`config.mk`:
```
export PLATFORM = sky130hd
export DESIGN_NAME = dma_xfer_engine
export DESIGN_NICKNAME = d
export VERILOG_FILES = /design/src/rtl/dma_eng_pkg.sv /design/src/rtl/dma_chan_regs.sv /design/src/rtl/dma_pend_arb.sv /design/src/rtl/dma_addr_step.sv /design/src/rtl/dma_sequencer.sv /design/src/rtl/dma_xfer_engine.sv
export SDC_FILE = /design/constraint.sdc
export NUM_CORES = 2
export LEC_CHECK = 0
export BUFFER_PORTS_ARGS = -buffer_cell sky130_fd_sc_hd__buf_2
export CELL_PAD_IN_SITES_DETAIL_PLACEMENT = 0
export CELL_PAD_IN_SITES_GLOBAL_PLACEMENT = 1
export CORE_MARGIN = 8
export CORE_UTILIZATION = 45
export CTS_CLUSTER_SIZE = 20
export DETAILED_ROUTE_END_ITERATION = 8
export PLACE_DENSITY = 0.71
export SLEW_MARGIN = 25
export SYNTH_ARGS = -nofsm -noshare
export SYNTH_HDL_FRONTEND = slang
export SYNTH_HIERARCHICAL = 1
export SYNTH_SLANG_ARGS = --single-unit
```
`constraint.sdc`:
```
create_clock -name clk -period 7.89 [get_ports clk]
set_clock_uncertainty 0.05 [all_clocks]
set_input_delay 0.789 -clock clk [delete_from_list [all_inputs] [get_ports clk]]
set_output_delay 0.789 -clock clk [all_outputs]
set_load 0.05 [all_outputs]
```
`src/rtl/dma_eng_pkg.sv`:
```
package dma_eng_pkg;

   typedef enum logic [2:0] {
      M_DST_UP   = 3'd0,
      M_DST_DN   = 3'd1,
      M_SRC_UP   = 3'd2,
      M_SRC_DN   = 3'd3,
      M_BOTH_UP  = 3'd4,
      M_BOTH_DN  = 3'd5,
      M_HOLD     = 3'd6,
      M_TALLY    = 3'd7
   } xfer_mode_e;

   typedef enum logic [1:0] {
      SEL_SRC  = 2'd0,
      SEL_DST  = 2'd1,
      SEL_CNT  = 2'd2,
      SEL_MODE = 2'd3
   } cfg_sel_e;

   // step lengths in busy cycles
   localparam int LEN_SHORT = 5;
   localparam int LEN_LONG  = 6;
   // position of bus phases inside a step
   localparam int PH_READ  = 1;
   localparam int PH_LATCH = 2;
   localparam int PH_WRITE = 3;

   function automatic logic [2:0] size_bytes(input logic [1:0] sz);
      case (sz)
         2'b00:   size_bytes = 3'd1;
         2'b01:   size_bytes = 3'd2;
         2'b10:   size_bytes = 3'd4;
         default: size_bytes = 3'd0;
      endcase
   endfunction

   function automatic logic mode_ok(input logic [4:0] m);
      mode_ok = (m[1:0] != 2'b11) && !((m[4:2] == 3'(M_TALLY)) && (m[1:0] != 2'b00));
   endfunction

   function automatic logic is_long(input logic [4:0] m);
      is_long = (m[4:2] == 3'(M_BOTH_UP)) || (m[4:2] == 3'(M_BOTH_DN));
   endfunction

endpackage

```
`src/rtl/dma_chan_regs.sv`:
```
module dma_chan_regs
   import dma_eng_pkg::*;
#(
   parameter int NUM_CH = 8,
   parameter int ADDR_W = 24,
   parameter int CNT_W  = 16,
   localparam int CH_W  = (NUM_CH > 1) ? $clog2(NUM_CH) : 1
) (
   input  logic              clk,
   input  logic              rst_n,
   input  logic              cfg_we,
   input  logic [CH_W-1:0]   cfg_ch,
   input  logic [1:0]        cfg_sel,
   input  logic [ADDR_W-1:0] cfg_wdata,
   input  logic              upd_en,
   input  logic [CH_W-1:0]   upd_ch,
   input  logic [ADDR_W-1:0] upd_src,
   input  logic [ADDR_W-1:0] upd_dst,
   input  logic [CNT_W-1:0]  upd_cnt,
   input  logic [CH_W-1:0]   rd_ch,
   output logic [ADDR_W-1:0] rd_src,
   output logic [ADDR_W-1:0] rd_dst,
   output logic [CNT_W-1:0]  rd_cnt,
   output logic [4:0]        rd_mode
);

   logic [ADDR_W-1:0] src_q  [NUM_CH];
   logic [ADDR_W-1:0] dst_q  [NUM_CH];
   logic [CNT_W-1:0]  cnt_q  [NUM_CH];
   logic [4:0]        mode_q [NUM_CH];

   for (genvar c = 0; c < NUM_CH; c++) begin : g_ch
      logic hit_cfg;
      logic hit_upd;
      assign hit_cfg = cfg_we && (cfg_ch == CH_W'(c));
      assign hit_upd = upd_en && (upd_ch == CH_W'(c));

      always_ff @(posedge clk or negedge rst_n) begin
         if (!rst_n) begin
            src_q[c]  <= '0;
            dst_q[c]  <= '0;
            cnt_q[c]  <= '0;
            mode_q[c] <= '0;
         end else begin
            if (hit_upd) begin
               src_q[c] <= upd_src;
               dst_q[c] <= upd_dst;
               cnt_q[c] <= upd_cnt;
            end
            // a register write in the same cycle takes precedence
            if (hit_cfg) begin
               case (cfg_sel_e'(cfg_sel))
                  SEL_SRC:  src_q[c]  <= cfg_wdata;
                  SEL_DST:  dst_q[c]  <= cfg_wdata;
                  SEL_CNT:  cnt_q[c]  <= cfg_wdata[CNT_W-1:0];
                  SEL_MODE: mode_q[c] <= cfg_wdata[4:0];
                  default:  ;
               endcase
            end
         end
      end
   end

   assign rd_src  = src_q[rd_ch];
   assign rd_dst  = dst_q[rd_ch];
   assign rd_cnt  = cnt_q[rd_ch];
   assign rd_mode = mode_q[rd_ch];

endmodule

```
`src/rtl/dma_pend_arb.sv`:
```
module dma_pend_arb #(
   parameter int NUM_CH = 8,
   localparam int CH_W  = (NUM_CH > 1) ? $clog2(NUM_CH) : 1
) (
   input  logic              clk,
   input  logic              rst_n,
   input  logic [NUM_CH-1:0] trig,
   input  logic              take,
   output logic              grant_vld,
   output logic [CH_W-1:0]   grant_ch
);

   logic [NUM_CH-1:0] pend_q;
   logic [NUM_CH-1:0] clr;

   always_comb begin
      grant_vld = |pend_q;
      grant_ch  = '0;
      for (int i = NUM_CH - 1; i >= 0; i--) begin
         if (pend_q[i]) grant_ch = CH_W'(i);
      end
   end

   always_comb begin
      clr = '0;
      if (take) clr[grant_ch] = 1'b1;
   end

   always_ff @(posedge clk or negedge rst_n) begin
      if (!rst_n) pend_q <= '0;
      else        pend_q <= (pend_q & ~clr) | trig;
   end

   // a start is only taken from a held request
   assert_take_pending_R11: assert property (@(posedge clk) disable iff (!rst_n)
      take |-> pend_q[grant_ch]);

   // no lower-numbered request is passed over
   assert_lowest_first_R11: assert property (@(posedge clk) disable iff (!rst_n)
      take |-> ((pend_q & ((NUM_CH'(1) << grant_ch) - NUM_CH'(1))) == '0));

endmodule

```
`src/rtl/dma_addr_step.sv`:
```
module dma_addr_step
   import dma_eng_pkg::*;
#(
   parameter int ADDR_W = 24
) (
   input  logic [4:0]        mode,
   input  logic [ADDR_W-1:0] src,
   input  logic [ADDR_W-1:0] dst,
   output logic [ADDR_W-1:0] nx_src,
   output logic [ADDR_W-1:0] nx_dst
);

   logic [ADDR_W-1:0] stride;

   assign stride = {{(ADDR_W-3){1'b0}}, size_bytes(mode[1:0])};

   always_comb begin
      nx_src = src;
      nx_dst = dst;
      case (xfer_mode_e'(mode[4:2]))
         M_DST_UP:  nx_dst = dst + stride;
         M_DST_DN:  nx_dst = dst - stride;
         M_SRC_UP:  nx_src = src + stride;
         M_SRC_DN:  nx_src = src - stride;
         M_BOTH_UP: begin
            nx_src = src + stride;
            nx_dst = dst + stride;
         end
         M_BOTH_DN: begin
            nx_src = src - stride;
            nx_dst = dst - stride;
         end
         M_HOLD:    ;
         M_TALLY:   nx_src = src + ADDR_W'(1);
         default:   ;
      endcase
   end

endmodule

```
`src/rtl/dma_sequencer.sv`:
```
module dma_sequencer
   import dma_eng_pkg::*;
#(
   parameter int NUM_CH = 8,
   parameter int ADDR_W = 24,
   parameter int CNT_W  = 16,
   parameter int DATA_W = 32,
   localparam int CH_W  = (NUM_CH > 1) ? $clog2(NUM_CH) : 1
) (
   input  logic              clk,
   input  logic              rst_n,
   input  logic              grant_vld,
   input  logic [CH_W-1:0]   grant_ch,
   input  logic [ADDR_W-1:0] ch_src,
   input  logic [ADDR_W-1:0] ch_dst,
   input  logic [CNT_W-1:0]  ch_cnt,
   input  logic [4:0]        ch_mode,
   input  logic [ADDR_W-1:0] nx_src,
   input  logic [ADDR_W-1:0] nx_dst,
   output logic [4:0]        act_mode,
   output logic [ADDR_W-1:0] act_src,
   output logic [ADDR_W-1:0] act_dst,
   output logic              take,
   output logic              upd_en,
   output logic [CH_W-1:0]   upd_ch,
   output logic [ADDR_W-1:0] upd_src,
   output logic [ADDR_W-1:0] upd_dst,
   output logic [CNT_W-1:0]  upd_cnt,
   output logic              mem_rd,
   output logic              mem_wr,
   output logic [ADDR_W-1:0] mem_addr,
   output logic [1:0]        mem_size,
   output logic [DATA_W-1:0] mem_wdata,
   input  logic [DATA_W-1:0] mem_rdata,
   output logic              busy,
   output logic [NUM_CH-1:0] tc_irq,
   output logic              err
);

   localparam int STEP_W = $clog2(LEN_LONG);
   localparam int NBYTE  = DATA_W / 8;

   typedef enum logic {S_IDLE, S_RUN} seq_st_e;

   seq_st_e           st_q;
   logic [STEP_W-1:0] step_q;
   logic [STEP_W-1:0] last_q;
   logic [CH_W-1:0]   w_ch;
   logic [ADDR_W-1:0] w_src;
   logic [ADDR_W-1:0] w_dst;
   logic [CNT_W-1:0]  w_cnt;
   logic [4:0]        w_mode;
   logic [DATA_W-1:0] data_q;
   logic [DATA_W-1:0] byte_mask;
   logic              tally;
   logic              at_last;

   assign tally   = (w_mode[4:2] == 3'(M_TALLY));
   assign busy    = (st_q == S_RUN);
   assign take    = (st_q == S_IDLE) && grant_vld;
   assign at_last = busy && (step_q == last_q);

   assign mem_rd    = busy && !tally && (step_q == STEP_W'(PH_READ));
   assign mem_wr    = busy && !tally && (step_q == STEP_W'(PH_WRITE));
   assign mem_addr  = (step_q == STEP_W'(PH_READ)) ? w_src : w_dst;
   assign mem_size  = w_mode[1:0];
   assign mem_wdata = data_q;

   assign act_mode = w_mode;
   assign act_src  = w_src;
   assign act_dst  = w_dst;

   assign upd_en  = at_last;
   assign upd_ch  = w_ch;
   assign upd_src = nx_src;
   assign upd_dst = nx_dst;
   assign upd_cnt = w_cnt - CNT_W'(1);

   always_comb begin
      for (int b = 0; b < NBYTE; b++) begin
         byte_mask[8*b +: 8] = (b < int'(size_bytes(w_mode[1:0]))) ? 8'hFF : 8'h00;
      end
   end

   always_ff @(posedge clk or negedge rst_n) begin
      if (!rst_n) begin
         st_q   <= S_IDLE;
         step_q <= '0;
         last_q <= '0;
         w_ch   <= '0;
         w_src  <= '0;
         w_dst  <= '0;
         w_cnt  <= '0;
         w_mode <= '0;
         data_q <= '0;
         tc_irq <= '0;
         err    <= 1'b0;
      end else begin
         tc_irq <= '0;
         err    <= 1'b0;
         case (st_q)
            S_IDLE: begin
               if (take) begin
                  if (mode_ok(ch_mode)) begin
                     st_q   <= S_RUN;
                     step_q <= '0;
                     last_q <= is_long(ch_mode) ? STEP_W'(LEN_LONG - 1) : STEP_W'(LEN_SHORT - 1);
                     w_ch   <= grant_ch;
                     w_src  <= ch_src;
                     w_dst  <= ch_dst;
                     w_cnt  <= ch_cnt;
                     w_mode <= ch_mode;
                  end else begin
                     err <= 1'b1;
                  end
               end
            end
            default: begin
               if (step_q == STEP_W'(PH_LATCH)) data_q <= mem_rdata & byte_mask;
               if (at_last) begin
                  st_q <= S_IDLE;
                  if (upd_cnt == '0) tc_irq <= NUM_CH'(1) << w_ch;
               end else begin
                  step_q <= step_q + STEP_W'(1);
               end
            end
         endcase
      end
   end

   // ---------------- checks ----------------
   logic [STEP_W:0] run_len;
   always_ff @(posedge clk or negedge rst_n) begin
      if (!rst_n)    run_len <= '0;
      else if (busy) run_len <= run_len + 1'b1;
      else           run_len <= '0;
   end

   assert_busy_bound_R9: assert property (@(posedge clk) disable iff (!rst_n)
      busy |-> (run_len < (STEP_W+1)'(LEN_LONG)));

   assert_busy_min_R9: assert property (@(posedge clk) disable iff (!rst_n)
      $fell(busy) |-> ($past(run_len) >= (STEP_W+1)'(LEN_SHORT - 1)));

   assert_rd_wr_apart_R12: assert property (@(posedge clk) disable iff (!rst_n)
      !(mem_rd && mem_wr));

   assert_tc_on_fall_R8: assert property (@(posedge clk) disable iff (!rst_n)
      (|tc_irq) |-> $fell(busy));

   assert_tc_single_R8: assert property (@(posedge clk) disable iff (!rst_n)
      $onehot0(tc_irq));

   assert_err_idle_R10: assert property (@(posedge clk) disable iff (!rst_n)
      err |-> !busy);

   assert_tally_nobus_R6: assert property (@(posedge clk) disable iff (!rst_n)
      (busy && tally) |-> (!mem_rd && !mem_wr));

endmodule

```
`src/rtl/dma_xfer_engine.sv`:
```
module dma_xfer_engine #(
   parameter int NUM_CH = 8,
   parameter int ADDR_W = 24,
   parameter int CNT_W  = 16,
   parameter int DATA_W = 32,
   localparam int CH_W  = (NUM_CH > 1) ? $clog2(NUM_CH) : 1
) (
   input  logic              clk,
   input  logic              rst_n,
   input  logic              cfg_we,
   input  logic [CH_W-1:0]   cfg_ch,
   input  logic [1:0]        cfg_sel,
   input  logic [ADDR_W-1:0] cfg_wdata,
   input  logic [NUM_CH-1:0] trig,
   output logic              mem_rd,
   output logic              mem_wr,
   output logic [ADDR_W-1:0] mem_addr,
   output logic [1:0]        mem_size,
   output logic [DATA_W-1:0] mem_wdata,
   input  logic [DATA_W-1:0] mem_rdata,
   output logic              busy,
   output logic [NUM_CH-1:0] tc_irq,
   output logic              err
);

   if (NUM_CH < 2) begin : g_bad_ch
      $error("NUM_CH must be at least 2");
   end
   if (ADDR_W < 8) begin : g_bad_addr
      $error("ADDR_W must be at least 8");
   end
   if (CNT_W < 1 || CNT_W > ADDR_W) begin : g_bad_cnt
      $error("CNT_W must lie between 1 and ADDR_W");
   end
   if (DATA_W < 32 || (DATA_W % 8) != 0) begin : g_bad_data
      $error("DATA_W must be a whole number of bytes, at least 32");
   end

   logic              grant_vld;
   logic [CH_W-1:0]   grant_ch;
   logic              take;
   logic [ADDR_W-1:0] ch_src;
   logic [ADDR_W-1:0] ch_dst;
   logic [CNT_W-1:0]  ch_cnt;
   logic [4:0]        ch_mode;
   logic [4:0]        act_mode;
   logic [ADDR_W-1:0] act_src;
   logic [ADDR_W-1:0] act_dst;
   logic [ADDR_W-1:0] nx_src;
   logic [ADDR_W-1:0] nx_dst;
   logic              upd_en;
   logic [CH_W-1:0]   upd_ch;
   logic [ADDR_W-1:0] upd_src;
   logic [ADDR_W-1:0] upd_dst;
   logic [CNT_W-1:0]  upd_cnt;

   dma_pend_arb #(.NUM_CH(NUM_CH)) u_arb (
      .clk       (clk),
      .rst_n     (rst_n),
      .trig      (trig),
      .take      (take),
      .grant_vld (grant_vld),
      .grant_ch  (grant_ch)
   );

   dma_chan_regs #(.NUM_CH(NUM_CH), .ADDR_W(ADDR_W), .CNT_W(CNT_W)) u_regs (
      .clk       (clk),
      .rst_n     (rst_n),
      .cfg_we    (cfg_we),
      .cfg_ch    (cfg_ch),
      .cfg_sel   (cfg_sel),
      .cfg_wdata (cfg_wdata),
      .upd_en    (upd_en),
      .upd_ch    (upd_ch),
      .upd_src   (upd_src),
      .upd_dst   (upd_dst),
      .upd_cnt   (upd_cnt),
      .rd_ch     (grant_ch),
      .rd_src    (ch_src),
      .rd_dst    (ch_dst),
      .rd_cnt    (ch_cnt),
      .rd_mode   (ch_mode)
   );

   dma_addr_step #(.ADDR_W(ADDR_W)) u_step (
      .mode   (act_mode),
      .src    (act_src),
      .dst    (act_dst),
      .nx_src (nx_src),
      .nx_dst (nx_dst)
   );

   dma_sequencer #(.NUM_CH(NUM_CH), .ADDR_W(ADDR_W), .CNT_W(CNT_W), .DATA_W(DATA_W)) u_seq (
      .clk       (clk),
      .rst_n     (rst_n),
      .grant_vld (grant_vld),
      .grant_ch  (grant_ch),
      .ch_src    (ch_src),
      .ch_dst    (ch_dst),
      .ch_cnt    (ch_cnt),
      .ch_mode   (ch_mode),
      .nx_src    (nx_src),
      .nx_dst    (nx_dst),
      .act_mode  (act_mode),
      .act_src   (act_src),
      .act_dst   (act_dst),
      .take      (take),
      .upd_en    (upd_en),
      .upd_ch    (upd_ch),
      .upd_src   (upd_src),
      .upd_dst   (upd_dst),
      .upd_cnt   (upd_cnt),
      .mem_rd    (mem_rd),
      .mem_wr    (mem_wr),
      .mem_addr  (mem_addr),
      .mem_size  (mem_size),
      .mem_wdata (mem_wdata),
      .mem_rdata (mem_rdata),
      .busy      (busy),
      .tc_irq    (tc_irq),
      .err       (err)
   );

endmodule

```
* Word-level counts from Yosys, hierarchy flattened
Cells that the tools add are included.
** Storage, ports and cells
- Flip-flop bits (word level) :: 680
- Input port bits :: 72
- Word-level logic and storage cells :: 269
** Cells by class
- Add/subtract/negate cells :: 7
- Shift-type cells :: 1
- Magnitude comparators :: 7
- Reductions and logical operators :: 52
- Equality and inequality tests :: 34
- Muxes and demuxes :: 118
- Bitwise gates (word level) :: 6
** Operators with widths (count)
- $mux 24 :: 53
- $mux 16 :: 26
- $bmux 24 s3 :: 2
- $pmux 24 s3 :: 1
- $mux 8 :: 8
- $add 24x3->24 :: 2
- $bmux 16 s3 :: 1
- $pmux 24 s2 :: 1
- $sub 24x3->24 :: 2
- $eq 3x3->1 const B :: 14
- $mux 3 :: 12
- $and 32x32->32 :: 1
- $add 24x1->24 const B :: 1
- $eq 3x2->1 const B :: 8
- $logic_and 1x1->1 :: 24
- $reduce_and 2->1 :: 9
- $logic_not 16->1 :: 1
- $sub 16x1->16 const B :: 1
- $bmux 5 s3 :: 1
- $eq 3x1->1 const B :: 4
- $mux 5 :: 2
- $logic_not 3->1 :: 3
- $mux 1 :: 9
- $pmux 3 s3 :: 1
- 24 further kinds :: 38

* Longest topological paths before layout
- Depth in word-level cells :: 19
- Depth in mapped cells :: 21

* Modules after synthesis
The synthesis kept the hierarchy.
** By module, submodules not included
- dma_chan_regs :: times used 1, cells each 2064, area an instance 31073.6 um2, seq. area each 13813.2 um2
- dma_sequencer :: times used 1, cells each 492, area an instance 5689.2 um2, seq. area each 2977.9 um2
- dma_addr_step :: times used 1, cells each 476, area an instance 3075.4 um2, seq. area each 0.0 um2
- dma_pend_arb :: times used 1, cells each 42, area an instance 411.6 um2, seq. area each 200.2 um2

* Worst setup path after synthesis
No wires, ideal clock.
- Path type :: register to register
- From :: register u_seq.w_mode[3] (netlist: u_seq/act_mode[3])
- To :: register u_regs/src_q[141] (netlist name)
- Buffers on the path :: 5
- Cell stages (with the launch flop) :: 22
- Data required time :: 7.715 ns
- Arrival time :: 4.940 ns
- Setup time :: 0.125 ns
- Setup slack :: 2.775 ns
- Cell sequence :: dfrtp_1 > buf_6 > xor2_4 > nand3_2 > inv_2 > clkbuf_1 > clkbuf_1 > buf_1 > ha_1 > and3_1 > a41oi_2 > o221ai_2 > a21oi_1 > maj3_2 > o31a_1 > o31a_1 > a21o_1 > a31oi_1 > o31ai_2 > buf_4 > mux2_2 > mux2_2
** On the way
- Word-level cells in the longest chain between the ends :: 6
- Elaborated cells on any way between the ends :: 11
** RTL lines
- from (decl) :: RTL line dma_sequencer.sv:52 : logic [4:0] w_mode;
- from (signal assigned) :: RTL line dma_sequencer.sv:112 : w_mode <= ch_mode;
- $eq 3x2->1 / $eq 3x3->1 (equally long branches) :: RTL line dma_addr_step.sv:20 : case (xfer_mode_e'(mode[4:2]))
- $reduce_or 2->1 (no source line)
- $pmux 24 s3 * :: RTL line dma_addr_step.sv:20
- net nx_src[21] :: RTL line dma_xfer_engine.sv:49 : logic [ADDR_W-1:0] nx_src;
- $mux 24 * :: RTL line dma_chan_regs.sv:45 : if (hit_upd) begin
- $mux 24 :: RTL line dma_chan_regs.sv:52 : case (cfg_sel_e'(cfg_sel))
- $mux 24 * :: RTL line dma_chan_regs.sv:51 : if (hit_cfg) begin
- to (signal, indexed assignment) :: RTL line dma_chan_regs.sv:46 : src_q[c] <= upd_src;
- to (signal, indexed assignment) :: RTL line dma_chan_regs.sv:53 : SEL_SRC: src_q[c] <= cfg_wdata;
- to (decl) :: RTL line dma_chan_regs.sv:27 : logic [ADDR_W-1:0] src_q [NUM_CH];
Mark *: on every way through the listed nets, which the timed path passes. The rest lies on a longest branch.
A chain may end at the register's enable or synchronous reset.

* Worst setup path in the final report
- From :: register u_seq.w_mode[3] (netlist: u_seq/act_mode[3])
- To :: register u_regs/src_q[47] (netlist name)
Same word-level chain as after synthesis.

==> summary.txt <==
Status
  – Outcome: finished, final reports clean

Worst setup path
  – Critical-path cell list: buf_4 > xor2_4 > nand3_2 > inv_2 > ha_1 > and3_1 > a41oi_2 > o221ai_2 > a21oi_1 > maj3_2 > o31a_1 > o31a_1 > o211ai_1 > o211ai_1 > xnor2_1 > mux2_2 > mux2_2
  – Worst path max stage delay: 900 ps
  – Req. time, crit path: 8350 ps
  – Worst Setup End Kind: register
  – R2r startpoint: u_seq/act_mode[3]
  – R2R setup slack: 1600 ps
  – Reg2reg end: u_regs/src_q[47]
  – Crit-path max FO: 41
  – Critical path's slowest cell: inv_2
  – Worst Reg-to-Reg Cells: 17
  – CP arrival: 6750 ps
  – CP Launch Type: register
  – Setup CP Type: register to register

Yosys
  – Area share of the largest cell type after synthesis: 42.21%
  – Synth Instances: 3074
  – Synth warnings: 6
  – Post-synth ARST share: 100.0%
  – Area leader, netlist: dfrtp_1
  – Syn nets: 3195
  – EDFF count, synth: 0
  – Register area share after synthesis: 42.21%
  – Yosys cell types: 87
  – Synth Flop Type: dfrtp_1
  – Count leader, synth: mux2_2
  – Synth area leaders: dfrtp_1 (42%), mux2_2 (34%), mux4_2 (7.7%)
  – Synth Area per Inst: 13.09 sq um
  – Cell area after synthesis: 40250 sq um
  – Seq cells post-synth: 679
  – Synth top cells by count: mux2_2 (1231), dfrtp_1 (679), nand2_1 (158)

Placement
  – IO buf count: 141
  – GP Congestion: 0.8464
  – Inst Count DP: 4132
  – Setup WS pre-CTS: 1792 ps
  – Placed cell areas: 41260 sq um
  – Hpwl dp: 70430 um

Clock network
  – CTS root buf: clkbuf_16
  – # clock sinks: 679
  – # hold bufs at CTS: 0
  – Clock Latency Late Sink: 640 ps
  – Clk slew on worst S/H paths: 60 ps
  – TritonCTS clock tree: built
  – Clock Path Buffers: 3
  – CTS H-Tree Depth: 3
  – Post-CTS sizing: 0
  – CTS Buf Count: 80
  – Post-CTS Setup Repair Bufs: 0

Drt
  – Via-to-Cell Ratio: 6.045
  – DRC: 0
  – Routed len/inst: 27.38 um
  – Antenna-violating nets left: 0
  – DRT iter0 DRCs: 2026
  – Vias: 25900
  – WL final: 117300 um
  – 1st-pass router iterations: 7

Power and ir drop
  – Clk pwr share: 23.8%
  – Overall power: 15.90 mW
  – Reg power frac: 32.9%
  – Combinational Power Share: 43.2%
  – PD cells: 361.0 nW/um^2
  – Pleak: 19.36 nW
  – Switch share: 38.81%
  – Net Switching: 6.170 mW
  – Internal power: 9.728 mW
  – Max VDD drop: 0.1802 mV

STA
  – Final setup viols: 0
  – Final hold slack: 132.2 ps
  – Fmax achieved: 0.1591 GHz
  – Setup TNS: 0 ps
  – Max_slew headroom: 26.56%
  – Final Max Slew Viols: 0
  – RSZ-0062 raised after global routing: no
  – Slew at the pin with the worst max-slew slack: 1099 ps
  – Fin crit period: 6286 ps
  – Hold Violations, Final: 0
  – Final setup margin: 1604 ps
  – Fin crit share: 79.67%

Die
  – Die height: 315.1 um
  – I/O pin count: 142
  – Full die area: 99270 sq um
  – Site row count: 109
  – Core area: 88510 sq um
  – Initial Util: 45.47%
  – Die width: 315.1 um

Final layout
  – Core Util, Final: 49.76%
  – Final Cell Area: 44040 sq um
  – Number of nets in the layout: 3172
  – Layout cells sized above 1: 55.56%
  – Area growth syn-to-layout: 9.422%
  – Fin cells: 4285

GRT
  – Tot GR Track Use: 23.45%
  – Largest net degree at the start of global routing: 181
  – Vias in the first global route: 27820
  – Global-route wire length before repair: 176900 um
  – Initial antenna violation count: 13
  – GRT overflow: 0

Run
  – MaxCap Viol Count: 0

Worst hold path
  – HP Class: primary input to asynchronous set/reset pin
## metal layers
| metal | vias up | routed length, um | track usage, % |
|---|---|---|---|
| li1 | 11250 | - | - |
| met1 | 13610 | 50270 | 30.45 |
| met2 | 798 | 56020 | 39.16 |
| met3 | 235 | 7189 | 5.042 |
| met4 | 10 | 3762 | 7.358 |
| met5 | - | 67 | 0 |
## flip-flops by register name (all words and copies together), names as in the netlist
name / count
u_regs/dst_q: 192
u_regs/src_q: 192
u_regs/cnt_q: 128
u_regs/mode_q: 40
u_seq/mem_wdata: 32
u_seq/act_dst: 24
u_seq/act_src: 24
u_seq/w_cnt: 16
u_arb/pend_q: 8
u_seq/tc_irq: 8
u_seq/act_mode: 5
u_seq/step_q: 3
u_seq/upd_ch: 3
u_seq/last_q: 2
u_seq/busy: 1
u_seq/err: 1
## logic make-up after synthesis
group	synth area share, %
compound gates	3.472
mux	42.21
xor+xnor	1.433
flops	42.21
fa+ha+maj	1.688
buf+inv	4.423
simple gates	4.554
## power groups by stage
stage / Sequential (mW) / Combinational (mW) / Clock, mW
finish: 5.24 / 6.87 / 3.79
global route: 5.37 / 7.40 / 4.02
CTS: 5.23 / 6.83 / 3.89
detailed placement: 5.29 / 6.80 / 0
global placement: 5.21 / 6.58 / 0
floorplan: 5.15 / 5.38 / 0
## area by class of cell
class / count / area, sq um
flip-flops and latches: 679 / 16990
diodes: 6 / 15.01
repair buffers: 189 / 1182
fillers: 7565 / 44470
clock inverters: 27 / 347.8
clock buffers: 118 / 2347
multi-input cells: 2068 / 21580
well taps: 1165 / 1458
inverters: 33 / 123.9
## cell usage in the layout (no fill, tap or decap), types with 16 or more instances in the layout
cell type and n:
xnor2_1 40, nor2_1 45, clkbuf_16 82, clkbuf_1 20, clkbuf_8 16, dfrtp_1 678
inv_1 31, mux4_2 138, o21ai_1 22, nand2_1 156, xor2_1 19, buf_4 40
o21ai_0 68, nand3_1 20, mux2_2 1231, nand2b_1 22, buf_2 140, a21oi_1 38
ha_1 47
## worst max-delay path, delay by kind of cell (launching register included)
kind                       cells  cell delay [ps]
adders and majority gates      2              680
buffers and inverters          2             1380
DFF                            1              520
xor gates and xnor gates       2              510
muxes                          2              580
and+or+nand+nor                2              860
AOI/OAI and AO/OA              7             1540
## worst max path at each step
stage,start,to,depth (start not counted)
2_1_floorplan,u_seq/act_mode[3],u_regs/src_q[141],21
3_3_place_gp,u_seq/act_mode[3],u_regs/src_q[191],17
3_5_place_dp,u_seq/act_mode[3],u_regs/src_q[47],17
4_1_cts,u_seq/act_mode[3],u_regs/src_q[47],17
5_1_grt,u_seq/act_mode[3],u_regs/src_q[159],17
6_report,u_seq/act_mode[3],u_regs/src_q[47],17
(Power assumes the default switching activity.)
